<file path="src/rtl/msi_pkg.sv">
package msi_pkg;

    typedef enum logic [2:0] {
        LS_I      = 3'd0,
        LS_S      = 3'd1,
        LS_M      = 3'd2,
        LS_PRD_I  = 3'd3,
        LS_PRDX_I = 3'd4,
        LS_PRDX_S = 3'd5,
        LS_PWB_M  = 3'd6
    } line_st_t;

    typedef enum logic [1:0] {
        AR_I = 2'd0,
        AR_S = 2'd1,
        AR_M = 2'd2
    } arch_t;

    typedef enum logic [2:0] {
        EV_NONE    = 3'd0,
        EV_CPU_RD  = 3'd1,
        EV_CPU_WR  = 3'd2,
        EV_CPU_REP = 3'd3,
        EV_SNP_RD  = 3'd4,
        EV_SNP_RDX = 3'd5,
        EV_GNT     = 3'd6
    } ev_t;

    typedef enum logic [2:0] {
        ACT_NONE   = 3'd0,
        ACT_BUS_RD = 3'd1,
        ACT_RDX    = 3'd2,
        ACT_WB     = 3'd3,
        ACT_SUPPLY = 3'd4
    } act_t;

    function automatic arch_t arch_of(line_st_t s);
        case (s)
            LS_S, LS_PRDX_S: arch_of = AR_S;
            LS_M, LS_PWB_M:  arch_of = AR_M;
            default:         arch_of = AR_I;
        endcase
    endfunction

    function automatic logic is_pend(line_st_t s);
        is_pend = (s == LS_PRD_I) || (s == LS_PRDX_I) ||
                  (s == LS_PRDX_S) || (s == LS_PWB_M);
    endfunction

    function automatic act_t cmd_of(line_st_t s);
        case (s)
            LS_PRD_I:             cmd_of = ACT_BUS_RD;
            LS_PRDX_I, LS_PRDX_S: cmd_of = ACT_RDX;
            LS_PWB_M:             cmd_of = ACT_WB;
            default:              cmd_of = ACT_NONE;
        endcase
    endfunction

endpackage

</file>
<file path="src/rtl/msi_line_fsm.sv">
module msi_line_fsm
    import msi_pkg::*;
(
    input  line_st_t cur,
    input  ev_t      ev,
    output line_st_t nxt,
    output logic     fire,
    output arch_t    from_a,
    output arch_t    to_a,
    output ev_t      rec_ev,
    output act_t     act
);

    always_comb begin
        nxt    = cur;
        act    = ACT_NONE;
        rec_ev = ev;
        unique case (cur)
            LS_I: begin
                case (ev)
                    EV_CPU_RD: nxt = LS_PRD_I;
                    EV_CPU_WR: nxt = LS_PRDX_I;
                    default: ;
                endcase
            end
            LS_S: begin
                case (ev)
                    EV_CPU_WR:              nxt = LS_PRDX_S;
                    EV_CPU_REP, EV_SNP_RDX: nxt = LS_I;
                    default: ;
                endcase
            end
            LS_M: begin
                case (ev)
                    EV_CPU_REP: nxt = LS_PWB_M;
                    EV_SNP_RD: begin
                        nxt = LS_S;
                        act = ACT_SUPPLY;
                    end
                    EV_SNP_RDX: begin
                        nxt = LS_I;
                        act = ACT_SUPPLY;
                    end
                    default: ;
                endcase
            end
            LS_PRD_I: begin
                if (ev == EV_GNT) begin
                    nxt    = LS_S;
                    act    = ACT_BUS_RD;
                    rec_ev = EV_CPU_RD;
                end
            end
            LS_PRDX_I: begin
                if (ev == EV_GNT) begin
                    nxt    = LS_M;
                    act    = ACT_RDX;
                    rec_ev = EV_CPU_WR;
                end
            end
            LS_PRDX_S: begin
                case (ev)
                    EV_SNP_RDX: nxt = LS_PRDX_I;
                    EV_GNT: begin
                        nxt    = LS_M;
                        act    = ACT_RDX;
                        rec_ev = EV_CPU_WR;
                    end
                    default: ;
                endcase
            end
            LS_PWB_M: begin
                case (ev)
                    EV_SNP_RD, EV_SNP_RDX: begin
                        nxt = LS_I;
                        act = ACT_SUPPLY;
                    end
                    EV_GNT: begin
                        nxt    = LS_I;
                        act    = ACT_WB;
                        rec_ev = EV_CPU_REP;
                    end
                    default: ;
                endcase
            end
            default: nxt = LS_I;
        endcase
    end

    assign from_a = arch_of(cur);
    assign to_a   = arch_of(nxt);
    assign fire   = (ev != EV_NONE) && (from_a != to_a);

endmodule

</file>
<file path="src/rtl/msi_state_table.sv">
module msi_state_table
    import msi_pkg::*;
#(
    parameter int LINES = 4,
    localparam int IDX_W = (LINES > 1) ? $clog2(LINES) : 1
) (
    input  logic             clk,
    input  logic             rst_n,
    input  logic             wr_en,
    input  logic [IDX_W-1:0] wr_idx,
    input  line_st_t         wr_st,
    input  logic [IDX_W-1:0] rd_a_idx,
    output line_st_t         rd_a_st,
    input  logic [IDX_W-1:0] rd_b_idx,
    output line_st_t         rd_b_st
);

    line_st_t st_q [LINES];

    for (genvar g = 0; g < LINES; g++) begin : g_line
        always_ff @(posedge clk) begin
            if (!rst_n)
                st_q[g] <= LS_I;
            else if (wr_en && (wr_idx == IDX_W'(g)))
                st_q[g] <= wr_st;
        end
    end

    assign rd_a_st = st_q[rd_a_idx];
    assign rd_b_st = st_q[rd_b_idx];

endmodule

</file>
<file path="src/rtl/msi_snoop_ctrl.sv">
module msi_snoop_ctrl
    import msi_pkg::*;
#(
    parameter int LINES = 4,
    localparam int IDX_W = (LINES > 1) ? $clog2(LINES) : 1
) (
    input  logic             clk,
    input  logic             rst_n,
    input  logic             cpu_valid,
    input  logic [1:0]       cpu_op,
    input  logic [IDX_W-1:0] cpu_idx,
    output logic             cpu_ready,
    input  logic             snp_valid,
    input  logic             snp_op,
    input  logic [IDX_W-1:0] snp_idx,
    output logic             snp_supply,
    input  logic             bus_gnt,
    output logic             bus_req,
    output logic [2:0]       bus_cmd,
    output logic [IDX_W-1:0] bus_idx,
    output logic             rec_valid,
    output logic [IDX_W-1:0] rec_idx,
    output logic [1:0]       rec_from,
    output logic [1:0]       rec_to,
    output logic [2:0]       rec_event,
    output logic [2:0]       rec_act
);

    logic             pend_q;
    logic [IDX_W-1:0] pend_idx_q;
    ev_t              ev;
    logic [IDX_W-1:0] ev_idx;
    line_st_t         cur_st, nxt_st, pend_st;
    logic             fire;
    arch_t            from_a, to_a;
    ev_t              rec_ev;
    act_t             act;

    assign cpu_ready = !pend_q && !snp_valid;

    // one event per cycle: snoop, then grant, then processor
    always_comb begin
        ev     = EV_NONE;
        ev_idx = cpu_idx;
        if (snp_valid) begin
            ev     = snp_op ? EV_SNP_RDX : EV_SNP_RD;
            ev_idx = snp_idx;
        end else if (pend_q && bus_gnt) begin
            ev     = EV_GNT;
            ev_idx = pend_idx_q;
        end else if (cpu_valid && cpu_ready) begin
            case (cpu_op)
                2'd0:    ev = EV_CPU_RD;
                2'd1:    ev = EV_CPU_WR;
                2'd2:    ev = EV_CPU_REP;
                default: ev = EV_NONE;
            endcase
        end
    end

    msi_state_table #(.LINES(LINES)) table_i (
        .clk      (clk),
        .rst_n    (rst_n),
        .wr_en    ((ev != EV_NONE) && (nxt_st != cur_st)),
        .wr_idx   (ev_idx),
        .wr_st    (nxt_st),
        .rd_a_idx (ev_idx),
        .rd_a_st  (cur_st),
        .rd_b_idx (pend_idx_q),
        .rd_b_st  (pend_st)
    );

    msi_line_fsm fsm_i (
        .cur    (cur_st),
        .ev     (ev),
        .nxt    (nxt_st),
        .fire   (fire),
        .from_a (from_a),
        .to_a   (to_a),
        .rec_ev (rec_ev),
        .act    (act)
    );

    // pending-operation register
    always_ff @(posedge clk) begin
        if (!rst_n) begin
            pend_q     <= 1'b0;
            pend_idx_q <= '0;
        end else if (ev != EV_NONE) begin
            if (!pend_q && is_pend(nxt_st)) begin
                pend_q     <= 1'b1;
                pend_idx_q <= ev_idx;
            end else if (pend_q && (ev_idx == pend_idx_q) && !is_pend(nxt_st)) begin
                pend_q <= 1'b0;
            end
        end
    end

    // registered transition record and supply pulse
    always_ff @(posedge clk) begin
        if (!rst_n) begin
            rec_valid  <= 1'b0;
            rec_idx    <= '0;
            rec_from   <= 2'd0;
            rec_to     <= 2'd0;
            rec_event  <= 3'd0;
            rec_act    <= 3'd0;
            snp_supply <= 1'b0;
        end else begin
            rec_valid  <= fire;
            snp_supply <= fire && (act == ACT_SUPPLY);
            if (fire) begin
                rec_idx   <= ev_idx;
                rec_from  <= from_a;
                rec_to    <= to_a;
                rec_event <= rec_ev;
                rec_act   <= act;
            end
        end
    end

    assign bus_req = pend_q;
    assign bus_idx = pend_idx_q;
    assign bus_cmd = pend_q ? cmd_of(pend_st) : ACT_NONE;

endmodule

</file>
<file path="config.mk">
export PLATFORM = sky130hd
export DESIGN_NAME = msi_snoop_ctrl
export DESIGN_NICKNAME = d
export VERILOG_FILES = /design/src/rtl/msi_pkg.sv /design/src/rtl/msi_line_fsm.sv /design/src/rtl/msi_state_table.sv /design/src/rtl/msi_snoop_ctrl.sv
export SDC_FILE = /design/constraint.sdc
export NUM_CORES = 1
export LEC_CHECK = 0
export ABC_CLOCK_PERIOD_IN_PS = 3880
export BUFFER_PORTS_ARGS = -buffer_cell sky130_fd_sc_hd__buf_4
export CORE_ASPECT_RATIO = 1.2
export CORE_MARGIN = 10
export CORE_UTILIZATION = 56
export DETAILED_ROUTE_END_ITERATION = 10
export HOLD_SLACK_MARGIN = 0.15
export PLACE_DENSITY = 0.79
export SLEW_MARGIN = 15
export SYNTH_ARGS = -nofsm -noshare
export SYNTH_HDL_FRONTEND = slang
export SYNTH_SLANG_ARGS = --single-unit
</file>
<file path="constraint.sdc">
create_clock -name clk -period 3.88 [get_ports clk]
set_clock_uncertainty 0.05 [all_clocks]
set_input_delay 0 -clock clk [delete_from_list [all_inputs] [get_ports clk]]
set_output_delay 0 -clock clk [all_outputs]
set_load 0.01 [all_outputs]
</file>
# After elaboration in Yosys (flattened, before gate mapping)
# Memories as Yosys holds them, arrays and structs flattened. A register that Yosys moved wholly into a read port is not among the register bits.
# Cells that the tools add are included.
[word_totals] n_memories=1 ff_bits=17 ramBits=12 latch_bits=0 out_inout_bits=21 mem_bits_ro=0 elab_cells=129
[mem_list] memory="table_i.st_q" depth=4 width=3 rd=2 rd_clocked_by_memory_dff=1 wr=4 line="msi_state_table.sv:18" rtl="line_st_t st_q [LINES];"
[classes] n_reduce_logical=35 n_div=0 n_addsub=0 n_shift=0 n_lt_le_gt_ge=0 mux=49 multipliers=0 n_bitwise=4 n_eq_ne=31
[ops] operator="3-bit two-way mux" count=14
[ops] operator="3-bit == test, second input constant" count=13
[ops] operator="3-bit one-hot mux with 2 select lines" count=4
[ops] operator="3-bit by 2-bit == test with 1-bit output, second input constant" count=7
[ops] operator="3-bit one-hot mux with 7 select lines" count=1
[ops] operator="3-bit one-hot mux with 3 select lines" count=2
[ops] operator="1-bit two-way mux" count=17
[ops] operator="2-bit OR reduction" count=8
[ops] operator="1-bit logical AND" count=13
[ops] operator="2-bit two-way mux" count=6
[ops] operator="2-bit one-hot mux with 3 select lines" count=2
[ops] operator="3-bit one-hot mux with 4 select lines" count=1
[ops] operator="3-bit by 1-bit == test with 1-bit output, second input constant" count=3
[ops] operator="2-bit one-hot mux with 2 select lines" count=2
[ops] operator="2-bit == test, second input constant" count=3
[ops] operator="2-bit by 1-bit == test with 1-bit output, second input constant" count=2
[ops] operator="2-bit zero test" count=2
[ops] operator="1-bit OR" count=4
[ops] operator="2-bit AND reduction" count=2
[ops] operator="1-bit zero test" count=3
[ops] operator="3-bit zero test" count=1
[ops] operator="1-bit logical OR" count=3
[ops] operator="3-bit != test" count=1
[ops] operator="3-bit nonzero test" count=1
[ops] operator="other kinds (4)" count=4

# Depth between registers and ports, before layout
[depth] depth_word=18 ltp_mapped=12

# Modules after synthesis
# Synthesis repeated with hierarchy kept, for this count alone.
[hier_totals] cells_unflattened=214 hier_area_um2=2031.9
[by_module_without_submodules] mod="msi_snoop_ctrl" n_inst=1 area_per_inst_um2=964.7 cells_per_inst=107
[by_module_without_submodules] mod="msi_state_table" n_inst=1 area_per_inst_um2=668.1 cells_per_inst=41
[by_module_without_submodules] mod="msi_line_fsm" n_inst=1 area_per_inst_um2=399.1 cells_per_inst=66

# Least setup slack after synthesis
# Ideal clock, no wire load.
[synth_timing] path_kind="register -> register" startpoint="reg pend_q, in the netlist bus_req" endpoint="mem table_i.st_q[0][0] (netlist name), enable pin" required_ps=3555 setup_time_ps=275 stages_incl_launch_ff=11 t_arrival_ps=2732 synth_period_minus_slack_ps=3057 setup_slack_ps=823 path_buffers=2 cell_sequence="dfxtp_1 -> a211oi_1 -> or3_4 -> buf_6 -> a221oi_2 -> or2_2 -> buf_2 -> o21ai_0 -> a221o_1 -> o21ai_2 -> o21ai_1"
[synth_rtl] item="start, declared" line="msi_snoop_ctrl.sv:29" rtl="logic pend_q;"
[synth_rtl] item="start signal, assigned" line="msi_snoop_ctrl.sv:87" rtl="pend_q <= 1'b0;"
[synth_rtl] item="start signal, assigned" line="msi_snoop_ctrl.sv:91" rtl="pend_q <= 1'b1;"
[synth_rtl] item="start signal, assigned" line="msi_snoop_ctrl.sv:94" rtl="pend_q <= 1'b0;"
[synth_rtl] item="end, declared" line="msi_state_table.sv:18"

# Final worst setup path
[layout_timing] startpoint="in snp_valid" endpoint="reg rec_event[0]"
[layout_between] elab_chain_cells=15
[layout_rtl] item="start, declared" line="msi_snoop_ctrl.sv:13" rtl="input logic snp_valid,"
[layout_rtl] item="1-bit zero test" line="msi_snoop_ctrl.sv:39" rtl="assign cpu_ready = !pend_q && !snp_valid;"
[layout_rtl] item="1-bit logical AND" line="msi_snoop_ctrl.sv:39"
[layout_rtl] item="1-bit logical AND" line="msi_snoop_ctrl.sv:51" rtl="end else if (cpu_valid && cpu_ready) begin"
[layout_rtl] item="2-bit two-way mux" line="msi_snoop_ctrl.sv:51"
[layout_rtl] item="3-bit two-way mux" line="msi_snoop_ctrl.sv:48" rtl="end else if (pend_q && bus_gnt) begin"
[layout_rtl] item="3-bit two-way mux" line="msi_snoop_ctrl.sv:45" rtl="if (snp_valid) begin"
[layout_rtl] item="3-bit by 2-bit == test with 1-bit output (tied with other cells)" line="msi_line_fsm.sv:27, msi_line_fsm.sv:34"
[layout_rtl] item="2-bit OR reduction or 3-bit OR reduction (tied branches)"
[layout_rtl] item="3-bit one-hot mux with 2 select lines or 3-bit two-way mux (tied branches)" line="msi_line_fsm.sv:27, msi_line_fsm.sv:73"
[layout_rtl] item="3-bit one-hot mux with 7 select lines" line="msi_line_fsm.sv:18" rtl="unique case (cur)"
[layout_rtl] item="3-bit == test (tied with other cells)" line="msi_pkg.sv:38" rtl="case (s)"
[layout_rtl] item="2-bit OR reduction" line="msi_pkg.sv:38"
[layout_rtl] item="2-bit one-hot mux with 2 select lines" line="msi_pkg.sv:38"
[layout_rtl] item="2-bit != test" line="msi_line_fsm.sv:92" rtl="assign fire = (ev != EV_NONE) && (from_a != to_a);"
[layout_rtl] item="1-bit logical AND" line="msi_line_fsm.sv:92"
[layout_rtl] item="end signal, assigned" line="msi_snoop_ctrl.sv:116" rtl="rec_event <= rec_ev;"
[layout_rtl] item="end, declared" line="msi_snoop_ctrl.sv:25" rtl="output logic [2:0] rec_event,"
# Parallel ways exist; a longest one is shown, timed or not.
# A chain may end at the register's enable or synchronous reset.

==> reports/results.ini <==
[die]
die_height_microns = 86.11
start_util_pct = 59.55
die_area_sq_um = 6466
core_area_sq_um = 3425
io-pin-count = 33
fp-row-count = 23
dieWidth_microns = 75.09

[power]
power.leakage_nw = 0.9194
ir_drop_v = 0.0002946
cellPowerDensity_nw_per_um2 = 497.0

[setup_path]
r2r_start = bus_req
cp.arrival_ns = 3.58
rrSetupSlack_ns = 0.46
criticalPathCategory = in -> reg
crit_slowest_cell = or4_4
crit_end = rec_event[0]
cpPeakStageDelay_ns = 0.64
reg2regPathDepth = 8
cp_top_family = compound AO/OA/AOI/OAI gates
cp-start-kind = primary input
r2r-end = rec_event[0]
crit_start = snp_valid
crit_cells = 10
end_kind = flop
worstPathRequired_ns = 3.99
cp_cell_sequence = dlygate4sd3_1 -> buf_4 -> a211oi_1 -> nor2_1 -> a221oi_2 -> or2_1 -> o32ai_2 -> or4_4 -> a2111oi_2 -> nor3_1
critPathMaxFanout = 23
cp_num_buf_inv = 2

[timing]
slew_headroom_pct = 46.39
finalSetupViolations = 0
hold_violations = 0
setup-tns-final_ns = 0
min_period_ns = 3.475
report.final.slew_viol_count = 0
fin_crit_sh_pct = 89.57
rsz0062_at_grt = no
worst_slew_pin_slew_ns = 0.7968
holdWs_ns = 0.1515
max_freq_ghz = 0.2878

[clock_network]
clock_path_buffers = 2
clk_pin_slew_worst_paths_ns = 0.07
cts-buffers-inserted = 5
cts_post_setup_buffers_inserted = 0
cts.htree.levels = 2
cts-root-buf = clkbuf_8
clock-sinks = 31
clk_latency_ns = 0.28
cts_tree = built

[synth]
synth_seq_cells = 31
synth_fp_nets = 235
yosysWarnings = 0
synth.distinct_cells = 68
synth_edf_count = 12
synth_area_sq_um = 2039
syn_avg_cell_area_sq_um = 9.228
async_reset_ff_share_pct = 0
ys_seq_area_share_pct = 36.32
ys.flop_type = dfxtp_1
postSynthCellCount = 221

[cells_and_area]
fin_util_pct = 70.59
design_area_sq_um = 2417
drive_gt1_share_pct = 24.80
diodes = 0
final_nets = 267
syn_to_final_growth_pct = 18.53

[drt]
drc_errors = 0
drt_iter0_drc = 137
wl_per_cell_microns = 18.66
postRouteAntennaNets = 0
viasPerCell = 6.649
firstDrtPassIters = 5
vias = 1935
drt_wl_total_microns = 5429

[global_routing]
grt_start_max_net_pins = 24
antenna_found_initial = 0
grt_pass1_vias = 1808
grt_overflow = 0
grt_pass1_wl_microns = 8604
grt_usage_pct = 16.52

[place]
globalplace.congestion = 0.9490
io_buffers = 31
dpl_cell_area_sq_um = 2275
place_hpwl_microns = 4177

[job]
maxCapViolations = 0

[outcome]
status = complete, no violations

[min_path]
holdCritPathClass = in -> reg

-- cells in the final DEF, fill, tap and decap left out, drive strengths merged, types with 5 or more instances in the layout --
cell type	count
and2	8
a211oi	6
nand2	18
edfxtp	12
buf	34
a21oi	13
nor4	5
inv	5
dfxtp	19
nand3	12
a221oi	5
nor2	21
nor3	7
clkbuf	7
o21ai	14
-- cells in the mapped netlist, types with 2 or more instances --
cell | instances | share of area (%)
a211oi_1 | 5 | 1.8
a21oi_1 | 13 | 3.2
a221o_1 | 2 | 0.98
a221oi_2 | 4 | 2.9
a31oi_1 | 2 | 0.61
a32oi_1 | 2 | 0.86
and2_1 | 7 | 2.1
and3_1 | 2 | 0.61
buf_2 | 5 | 1.2
buf_4 | 2 | 0.74
clkbuf_1 | 3 | 0.55
dfxtp_1 | 19 | 19
edfxtp_1 | 12 | 18
ha_1 | 2 | 1.2
inv_1 | 5 | 0.92
mux2i_1 | 2 | 0.98
mux4_2 | 3 | 3.3
nand2_1 | 18 | 3.3
nand3_1 | 12 | 2.9
nand4_1 | 2 | 0.61
nor2_1 | 21 | 3.9
nor3_1 | 7 | 1.7
nor4_1 | 5 | 1.5
o2111ai_1 | 2 | 0.86
o211ai_1 | 3 | 1.1
o21ai_0 | 9 | 2.2
o21ai_1 | 4 | 0.98
o311a_1 | 3 | 1.5
o31ai_1 | 3 | 1.1
or2_2 | 2 | 0.61
xnor2_1 | 3 | 1.3
-- per-layer routing --
metal  global-route usage, %  wire (microns)  up-vias
met5                       0               0        -
met4                   7.069             174        0
met3                   4.152             423       20
met2                   28.13            2686       98
met1                   18.75            2144      890
li1                        -               -      927
-- cell type report --
cell class / count / area, sq um
Inverter: 6 / 22.52
Multi-Input combinational cell: 172 / 1210
Fill cell: 280 / 1007
Timing Repair Buffer: 37 / 285.3
Tap cell: 37 / 46.29
Clock inverter: 1 / 5.005
Sequential cell: 31 / 740.7
Clock buffer: 7 / 107.6
-- flip-flops by register name, summed over array words and instances (netlist names), named ones only --
| signal | cells |
|---|---|
| table_i.st_q | 12 |
| rec_act | 3 |
| rec_event | 3 |
| bus_idx | 2 |
| rec_from | 2 |
| rec_idx | 2 |
| rec_to | 2 |
| bus_req | 1 |
| rec_valid | 1 |
| snp_supply | 1 |
-- worst register-to-register path, stage by stage (launching register included) --
cell and delay [ns]:
dfxtp_1 0.44, a211oi_1 0.16, or3_4 0.51, a221oi_2 0.47
or2_1 0.38, o32ai_2 0.20, or4_4 0.64, a2111oi_2 0.39
nor3_1 0.07
-- report_power, final --
group	total, W	internal, W	switching [W]
registers	0.000422	0.000385	0.0000372
logic	0.000477	0.000195	0.000282
clock network	0.000302	0.000182	0.000121
total	0.00120	0.000762	0.000439
-- kinds of logic (layout without fill, tap and decap cells) --
kind of cell	Yosys count	after routing	synth area share [%]
xor gates and xnor gates	4	4	1.718
DFF	31	31	36.32
muxes	6	6	4.846
and+or+nand+nor	87	87	22.39
AOI/OAI and AO/OA	72	72	28.96
adders and majority gates	2	2	1.227
other	1	1	0.1839
buffers and inverters	18	51	4.355
-- stage by stage --
step	setup slack, ns	instances	power [W]
finish	0.4048	291	0.001201
detailed placement	0.5347	280	0.0008967
global placement	0.6015	280	0.0008967
floorplan	0.8229	221	0.0007598
global route	0.1258	291	0.001263
CTS	0.4497	291	0.001197
-- what timing repair did --
item	CTS	global route
resized for setup	0	0
hold buffers	3	0
endpoints found under the hold margin	8	0
setup endpoints to repair	0	0
-- worst min-delay path by stage --
stage                    start            to  slack [ns]  depth (start not counted)
global route        cpu_idx[0]          flop        0.20                          5
global placement         rst_n       bus_req        0.31                          2
CTS                 snp_idx[0]    bus_idx[0]        0.15                          5
floorplan              bus_gnt  rec_event[2]        0.14                          2
finish              snp_idx[0]    bus_idx[0]        0.15                          5
detailed placement       rst_n       bus_req        0.31                          2
Note: power is estimated with default switching activity, not from simulation.
